--- src/rtl/fbf_pkg.sv ---
package fbf_pkg;

  localparam int DATA_W = 16;

  localparam logic [7:0] CMD_ARRAY  = 8'hFF;
  localparam logic [7:0] CMD_IDENT  = 8'h90;
  localparam logic [7:0] CMD_STATUS = 8'h70;

  localparam logic [DATA_W-1:0] STATUS_READY = 16'h0080;

  typedef enum logic [1:0] {
    MD_ARRAY  = 2'd0,
    MD_IDENT  = 2'd1,
    MD_STATUS = 2'd2
  } mode_e;

  // Command decode: unknown bytes keep the current mode.
  function automatic mode_e fbf_next_mode(mode_e cur, logic [7:0] cmd);
    case (cmd)
      CMD_ARRAY:  return MD_ARRAY;
      CMD_IDENT:  return MD_IDENT;
      CMD_STATUS: return MD_STATUS;
      default:    return cur;
    endcase
  endfunction

  // Main region starts at the first word above the parameter region.
  function automatic logic fbf_is_main(int unsigned a, int unsigned param_words);
    return a >= param_words;
  endfunction

  function automatic logic [DATA_W-1:0] fbf_ident(int unsigned a,
                                                  logic [DATA_W-1:0] mfr,
                                                  logic [DATA_W-1:0] dev);
    case (a)
      0:       return mfr;
      1:       return dev;
      default: return '0;
    endcase
  endfunction

endpackage

--- src/rtl/fbf_strobes.sv ---
module fbf_strobes #(
  parameter int ADDR_W = 6
) (
  input  logic              clk,
  input  logic              rst_n,
  input  logic              sync_rd,
  input  logic              ce_n,
  input  logic              we_n,
  input  logic              adv_n,
  input  logic [ADDR_W-1:0] addr,
  output logic              we_rise,
  output logic              ce_rise,
  output logic [ADDR_W-1:0] addr_lat
);

  logic adv_d, we_d, ce_d, lat_done;
  logic adv_rise, sync_grab, rise_grab, addr_grab;

  assign adv_rise = adv_n & ~adv_d;
  assign we_rise  = we_n & ~we_d;
  assign ce_rise  = ce_n & ~ce_d;

  // Synchronous capture: first edge with address-valid low and no write.
  assign sync_grab = ~ce_n & ~adv_n & we_n & ~lat_done;
  assign rise_grab = adv_rise & ~ce_d;
  assign addr_grab = sync_rd ? (sync_grab | (rise_grab & ~lat_done)) : rise_grab;

  always_ff @(posedge clk or negedge rst_n) begin
    if (!rst_n) begin
      adv_d    <= 1'b1;
      we_d     <= 1'b1;
      ce_d     <= 1'b1;
      lat_done <= 1'b0;
      addr_lat <= '0;
    end else begin
      adv_d <= adv_n;
      we_d  <= we_n;
      ce_d  <= ce_n;
      if (adv_n)          lat_done <= 1'b0;
      else if (addr_grab) lat_done <= 1'b1;
      if (addr_grab) addr_lat <= addr;
    end
  end

  a_r5_async_capture: assert property (@(posedge clk) disable iff (!rst_n)
    (!sync_rd && adv_n && !adv_d && !ce_d) |=> addr_lat == $past(addr));

  a_r6_sync_hold: assert property (@(posedge clk) disable iff (!rst_n)
    (sync_rd && !adv_n && lat_done) |=> addr_lat == $past(addr_lat));

endmodule

--- src/rtl/fbf_cui.sv ---
module fbf_cui
  import fbf_pkg::*;
(
  input  logic       clk,
  input  logic       rst_n,
  input  logic       ce_n,
  input  logic       oe_n,
  input  logic       we_n,
  input  logic       adv_n,
  input  logic       we_rise,
  input  logic       ce_rise,
  input  logic [7:0] cmd,
  output mode_e      mode
);

  logic wr_arm, cmd_fire, wr_cond;

  assign wr_cond  = ~ce_n & ~we_n & ~adv_n & oe_n;
  assign cmd_fire = wr_arm & (we_rise | ce_rise);

  always_ff @(posedge clk or negedge rst_n) begin
    if (!rst_n) begin
      wr_arm <= 1'b0;
      mode   <= MD_ARRAY;
    end else begin
      if (cmd_fire)     wr_arm <= 1'b0;
      else if (wr_cond) wr_arm <= 1'b1;
      if (cmd_fire) mode <= fbf_next_mode(mode, cmd);
    end
  end

  a_r1_reset_mode: assert property (@(posedge clk)
    !rst_n |=> mode == MD_ARRAY);

  a_r2_ident_cmd: assert property (@(posedge clk) disable iff (!rst_n)
    (cmd_fire && cmd == CMD_IDENT) |=> mode == MD_IDENT);

  a_r3_unknown_keeps: assert property (@(posedge clk) disable iff (!rst_n)
    (cmd_fire && cmd != CMD_ARRAY && cmd != CMD_IDENT && cmd != CMD_STATUS)
    |=> $stable(mode));

  a_r4_unarmed_rise: assert property (@(posedge clk) disable iff (!rst_n)
    (!wr_arm) |=> $stable(mode));

endmodule

--- src/rtl/fbf_page.sv ---
module fbf_page
  import fbf_pkg::*;
#(
  parameter int ADDR_W      = 6,
  parameter int PARAM_WORDS = 16
) (
  input  logic              clk,
  input  logic              rst_n,
  input  logic              load_en,
  input  logic [ADDR_W-1:0] load_addr,
  input  logic [DATA_W-1:0] load_data,
  input  logic [ADDR_W-1:0] addr_lat,
  input  logic              array_mode,
  output logic              rd_main,
  output logic [DATA_W-1:0] page_word,
  output logic [DATA_W-1:0] param_word
);

  localparam int DEPTH   = 1 << ADDR_W;
  localparam int TAG_W   = ADDR_W - 2;
  localparam int PG_WORDS = 4;

  logic [DATA_W-1:0] store [DEPTH];
  logic [DATA_W-1:0] pg_data [PG_WORDS];
  logic [TAG_W-1:0]  pg_tag;
  logic              pg_valid;
  logic              pg_fill;
  logic [TAG_W-1:0]  req_tag;

  assign req_tag = addr_lat[ADDR_W-1:2];
  assign rd_main = fbf_is_main(32'(addr_lat), PARAM_WORDS);
  assign pg_fill = array_mode & rd_main & (~pg_valid | (pg_tag != req_tag));

  always_ff @(posedge clk) begin
    if (load_en) store[load_addr] <= load_data;
  end

  always_ff @(posedge clk or negedge rst_n) begin
    if (!rst_n) begin
      pg_valid <= 1'b0;
      pg_tag   <= '0;
    end else if (pg_fill) begin
      pg_valid <= 1'b1;
      pg_tag   <= req_tag;
    end
  end

  for (genvar i = 0; i < PG_WORDS; i++) begin : g_page
    always_ff @(posedge clk) begin
      if (pg_fill) pg_data[i] <= store[{req_tag, 2'(i)}];
    end
  end

  assign page_word  = pg_data[addr_lat[1:0]];
  assign param_word = store[addr_lat];

  a_r9_fill_tag: assert property (@(posedge clk) disable iff (!rst_n)
    pg_fill |=> (pg_valid && pg_tag == $past(req_tag)));

endmodule

--- src/rtl/flash_bus_frontend.sv ---
module flash_bus_frontend
  import fbf_pkg::*;
#(
  parameter int          ADDR_W      = 6,
  parameter int          PARAM_WORDS = 16,
  parameter logic [15:0] MFR_CODE    = 16'h00A5,
  parameter logic [15:0] DEV_CODE    = 16'h0C31
) (
  input  logic              clk,
  input  logic              rst_n,
  input  logic              sync_rd,
  input  logic              ce_n,
  input  logic              oe_n,
  input  logic              we_n,
  input  logic              adv_n,
  input  logic [ADDR_W-1:0] addr,
  input  logic [15:0]       din,
  input  logic              load_en,
  input  logic [ADDR_W-1:0] load_addr,
  input  logic [15:0]       load_data,
  output logic [15:0]       dout,
  output logic              dout_oe
);

  logic              we_rise, ce_rise, rd_main;
  logic [ADDR_W-1:0] addr_lat;
  logic [DATA_W-1:0] page_word, param_word, rd_word;
  mode_e             mode;

  fbf_strobes #(.ADDR_W(ADDR_W)) u_strobes (
    .clk(clk), .rst_n(rst_n), .sync_rd(sync_rd), .ce_n(ce_n), .we_n(we_n),
    .adv_n(adv_n), .addr(addr), .we_rise(we_rise), .ce_rise(ce_rise),
    .addr_lat(addr_lat)
  );

  fbf_cui u_cui (
    .clk(clk), .rst_n(rst_n), .ce_n(ce_n), .oe_n(oe_n), .we_n(we_n),
    .adv_n(adv_n), .we_rise(we_rise), .ce_rise(ce_rise), .cmd(din[7:0]),
    .mode(mode)
  );

  fbf_page #(.ADDR_W(ADDR_W), .PARAM_WORDS(PARAM_WORDS)) u_page (
    .clk(clk), .rst_n(rst_n), .load_en(load_en), .load_addr(load_addr),
    .load_data(load_data), .addr_lat(addr_lat), .array_mode(mode == MD_ARRAY),
    .rd_main(rd_main), .page_word(page_word), .param_word(param_word)
  );

  always_comb begin
    case (mode)
      MD_IDENT:  rd_word = fbf_ident(32'(addr_lat), MFR_CODE, DEV_CODE);
      MD_STATUS: rd_word = STATUS_READY;
      default:   rd_word = rd_main ? page_word : param_word;
    endcase
  end

  assign dout_oe = ~ce_n & ~oe_n;
  assign dout    = dout_oe ? rd_word : '0;

  a_r11_quiet_bus: assert property (@(posedge clk) disable iff (!rst_n)
    !dout_oe |-> dout == '0);

  a_r12_standby: assert property (@(posedge clk) disable iff (!rst_n)
    ce_n |-> !dout_oe);

  a_r8_status_word: assert property (@(posedge clk) disable iff (!rst_n)
    (mode == MD_STATUS && dout_oe) |-> dout == 16'h0080);

endmodule

--- config.mk ---
export PLATFORM = sky130hd
export DESIGN_NAME = flash_bus_frontend
export DESIGN_NICKNAME = d
export VERILOG_FILES = /design/src/rtl/fbf_pkg.sv /design/src/rtl/fbf_strobes.sv /design/src/rtl/fbf_cui.sv /design/src/rtl/fbf_page.sv /design/src/rtl/flash_bus_frontend.sv
export SDC_FILE = /design/constraint.sdc
export NUM_CORES = 1
export LEC_CHECK = 0
export BUFFER_PORTS_ARGS = -buffer_cell sky130_fd_sc_hd__buf_2
export CAP_MARGIN = 20
export CORE_MARGIN = 10
export CORE_UTILIZATION = 61
export CTS_CLUSTER_DIAMETER = 150
export DETAILED_ROUTE_END_ITERATION = 8
export PLACE_DENSITY = 0.82
export SYNTH_ARGS = -nofsm -noshare
export SYNTH_HDL_FRONTEND = slang
export SYNTH_SLANG_ARGS = --single-unit
export TNS_END_PERCENT = 30
--- constraint.sdc ---
create_clock -name clk -period 7 [get_ports clk]
set_input_delay 0.35 -clock clk [delete_from_list [all_inputs] [get_ports clk]]
set_output_delay 0.35 -clock clk [all_outputs]
set_load 0.03 [all_outputs]
==> impl_metrics.ini <==
[clocking]
cts_root_buffer = clkbuf_16
cts_tree = built
ctsHoldBuffers = 13
cts_buffers = 104
cts.path.max_buffers = 3
path_clk_slew_ps = 60
h-tree-depth = 3
postCtsSetupBuffers = 0
cts.sink_count = 1106
clkLatencyLatePin_ps = 680
cts_resized = 0

[drt]
routed_wl_mm = 106
ant_nets = 0
drc = 0
vias_per_cell = 6.90
avgRoutedWirePerCell_um = 32.0
dr.pass1.iters = 6
initialDrtViolationCount = 3069
vias = 22800

[critical_path]
path_cells = clkinv_1, or2_2, o21ai_0, a211oi_1, o21ai_0, buf_2
critPathCaptureType = output pin
critPathArrivalTime_ps = 4230
path_buf_inv = 2
critPathKind = reg -> out
critPathLaunch = u_strobes.addr_lat[0]
crit_fanout = 25
crit_top_cell = o21ai_0
crit_family = buffers and inverters
crit_required_ps = 6650
startpoint_type = flop
r2r_start = u_strobes.addr_lat[2]
crit_path_top_delay_cell = clkinv_1
critical-path-max-stage-delay_ps = 980

[logic_synthesis]
synth.cell_area_um2 = 44800
syn_nets = 2182
ys_ff_latch = 1106
ys_seq_area_share_pct = 73.9
synth_edf_count = 1088
synthDistinctLibCells = 50
postSynth.asyncResetShare_pct = 1.63
yosys_warnings = 0
synth_top_flop_cell = edfxtp_1
avgSynthCellArea_um2 = 21.1
syn-instance-count = 2127

[timing]
post-route-period-util_pct = 65.4
rsz0062_at_grt = no
relSlewSlack_pct = 26.8
hold_violations = 0
holdWs_ps = 25.5
setup_viol = 0
fin_skew_ps = 37.1
min_period_ps = 4580
max_freq_ghz = 0.218
setup_ws_ps = 2420
drv_slew = 0
setup-tns-final_ps = 0
tightest_slew_ps = 1100

[finish]
drive_gt1_share_pct = 27.7
final_cell_mix = edfxtp_1, mux4_2, clkbuf_16, mux2i_1, a21oi_1
areaGrowthSynthToFinish_pct = 11.2
final_common_cell = edfxtp_1
nets = 2323
fin_util_pct = 68.3

[pwr]
switching_share_pct = 24.5
intPower_uw = 11400
irDropWorstVdd_mv = 0.273
p_seq_share_pct = 50.0
p_sw_uw = 3710
comb_power_share_pct = 14.9
leakage_uw = 0.0159
powerDensity_nw_per_um2 = 304
clkPwrFrac_pct = 35.1

[worst_hold_path]
holdCritPathClass = in -> reg
min_from = load_data[13]

[floorplanning]
die_h_um = 291
coreArea_um2 = 73000
die-area_um2 = 84800
start_util_pct = 61.5
die-width_um = 291
num_rows = 99
ioPinCount = 69

[run_status]
status = complete, no violations

[placed_design]
hpwl_mm = 60.5
dpl_worst_slack_ps = 3250
routabilityCongestion = 0.897
io_buffers = 60

[flow_run]
cap_violations = 0

[global_route]
grt_pass1_wl_mm = 156
grt_max_degree = 115
grtUsageTotal_pct = 24.8
grt-ovfl-total = 0
antenna_found_initial = 11
grt_pass1_vias = 23300
## cell usage after synthesis, types with 4 or more instances
| master | instances | area, um^2 |
|---|---|---|
| nor2_1 | 80 | 300 |
| clkbuf_1 | 58 | 218 |
| dfrtp_1 | 15 | 375 |
| buf_1 | 11 | 41.3 |
| a21oi_1 | 83 | 415 |
| o22ai_1 | 4 | 25.0 |
| edfxtp_1 | 1088 | 32700 |
| buf_6 | 23 | 259 |
| mux2i_1 | 90 | 901 |
| nand2b_1 | 4 | 25.0 |
| mux4_2 | 328 | 7390 |
| buf_4 | 9 | 67.6 |
| o21ai_0 | 16 | 80.1 |
| buf_2 | 30 | 150 |
| nor2b_1 | 69 | 432 |
| nand4_1 | 5 | 31.3 |
| inv_1 | 5 | 18.8 |
| nor3_1 | 8 | 40.0 |
| a211oi_1 | 70 | 526 |
| nand3_1 | 9 | 45.0 |
| mux2_2 | 11 | 124 |
| nand2_1 | 60 | 225 |
| a31oi_1 | 5 | 31.3 |
## stage by stage
step	power [uW]	std cells	area, um^2
2_1_floorplan	9330	2127	44800
3_3_place_gp	9850	3097	46300
3_5_place_dp	9910	3097	46300
4_1_cts	15200	3298	49600
5_1_grt	15600	3311	49800
6_report	15100	3312	49800
## layer usage
layer	vias up	share of wire (%)	global-route usage (%)
met5	-	0.083	0
met4	14	3.5	8.83
met3	249	11	5.64
met2	1493	49	39.5
met1	11900	36	33.6
li1	9202	-	-
## power groups by stage
stage	combinational (uW)	sequential, uW	clock, uW
floorplan	1780	7550	0
global placement	2150	7700	0
detailed placement	2200	7710	0
CTS	2240	7570	5370
global route	2400	7580	5610
finish	2250	7570	5320
## final timing paths
check | end | slack [ps] | depth (start not counted)
worst max-delay path | dout[0] | 2420 | 6
worst min register to register | u_cui.wr_arm | 480 | 1
worst max register to register | u_page.pg_data[3][8] | 3310 | 5
min in group asynchronous | u_strobes.addr_lat[3] | 150 | 2
max in group asynchronous | u_strobes.addr_lat[4] | 6500 | 2
worst min-delay path | u_page.store[59][13] | 30 | 1
## final cells by class
class / count / area [um^2]
well taps: 959 / 1200
clock inverters: 59 / 439
repair buffers: 168 / 1330
diodes: 3 / 7.51
inverters: 6 / 22.5
clock buffers: 129 / 2740
flip-flops and latches: 1106 / 33100
fillers: 4204 / 23100
multi-input cells: 882 / 11000
## state kept, by name, indices dropped and copies added, names as in the netlist
register / count
u_page.store: 1024
u_page.pg_valid: 1
u_strobes.addr_lat: 6
u_strobes.lat_done: 1
u_page.pg_tag: 4
u_strobes.adv_d: 1
u_strobes.we_d: 1
u_cui.wr_arm: 1
u_cui.mode: 2
u_page.pg_data: 64
u_strobes.ce_d: 1
## cell families after synthesis
family / count (synthesis) / synth area share, %
AO/OA/AOI/OAI: 194 / 2.70
XOR/XNOR: 4 / 0.0781
adder cells (fa/ha/maj): 3 / 0.0837
buffers and inverters: 139 / 1.77
flip-flops: 1106 / 73.9
multiplexers: 429 / 18.8
AND/OR/NAND/NOR: 252 / 2.73
Power figures use the tool's default switching activity.
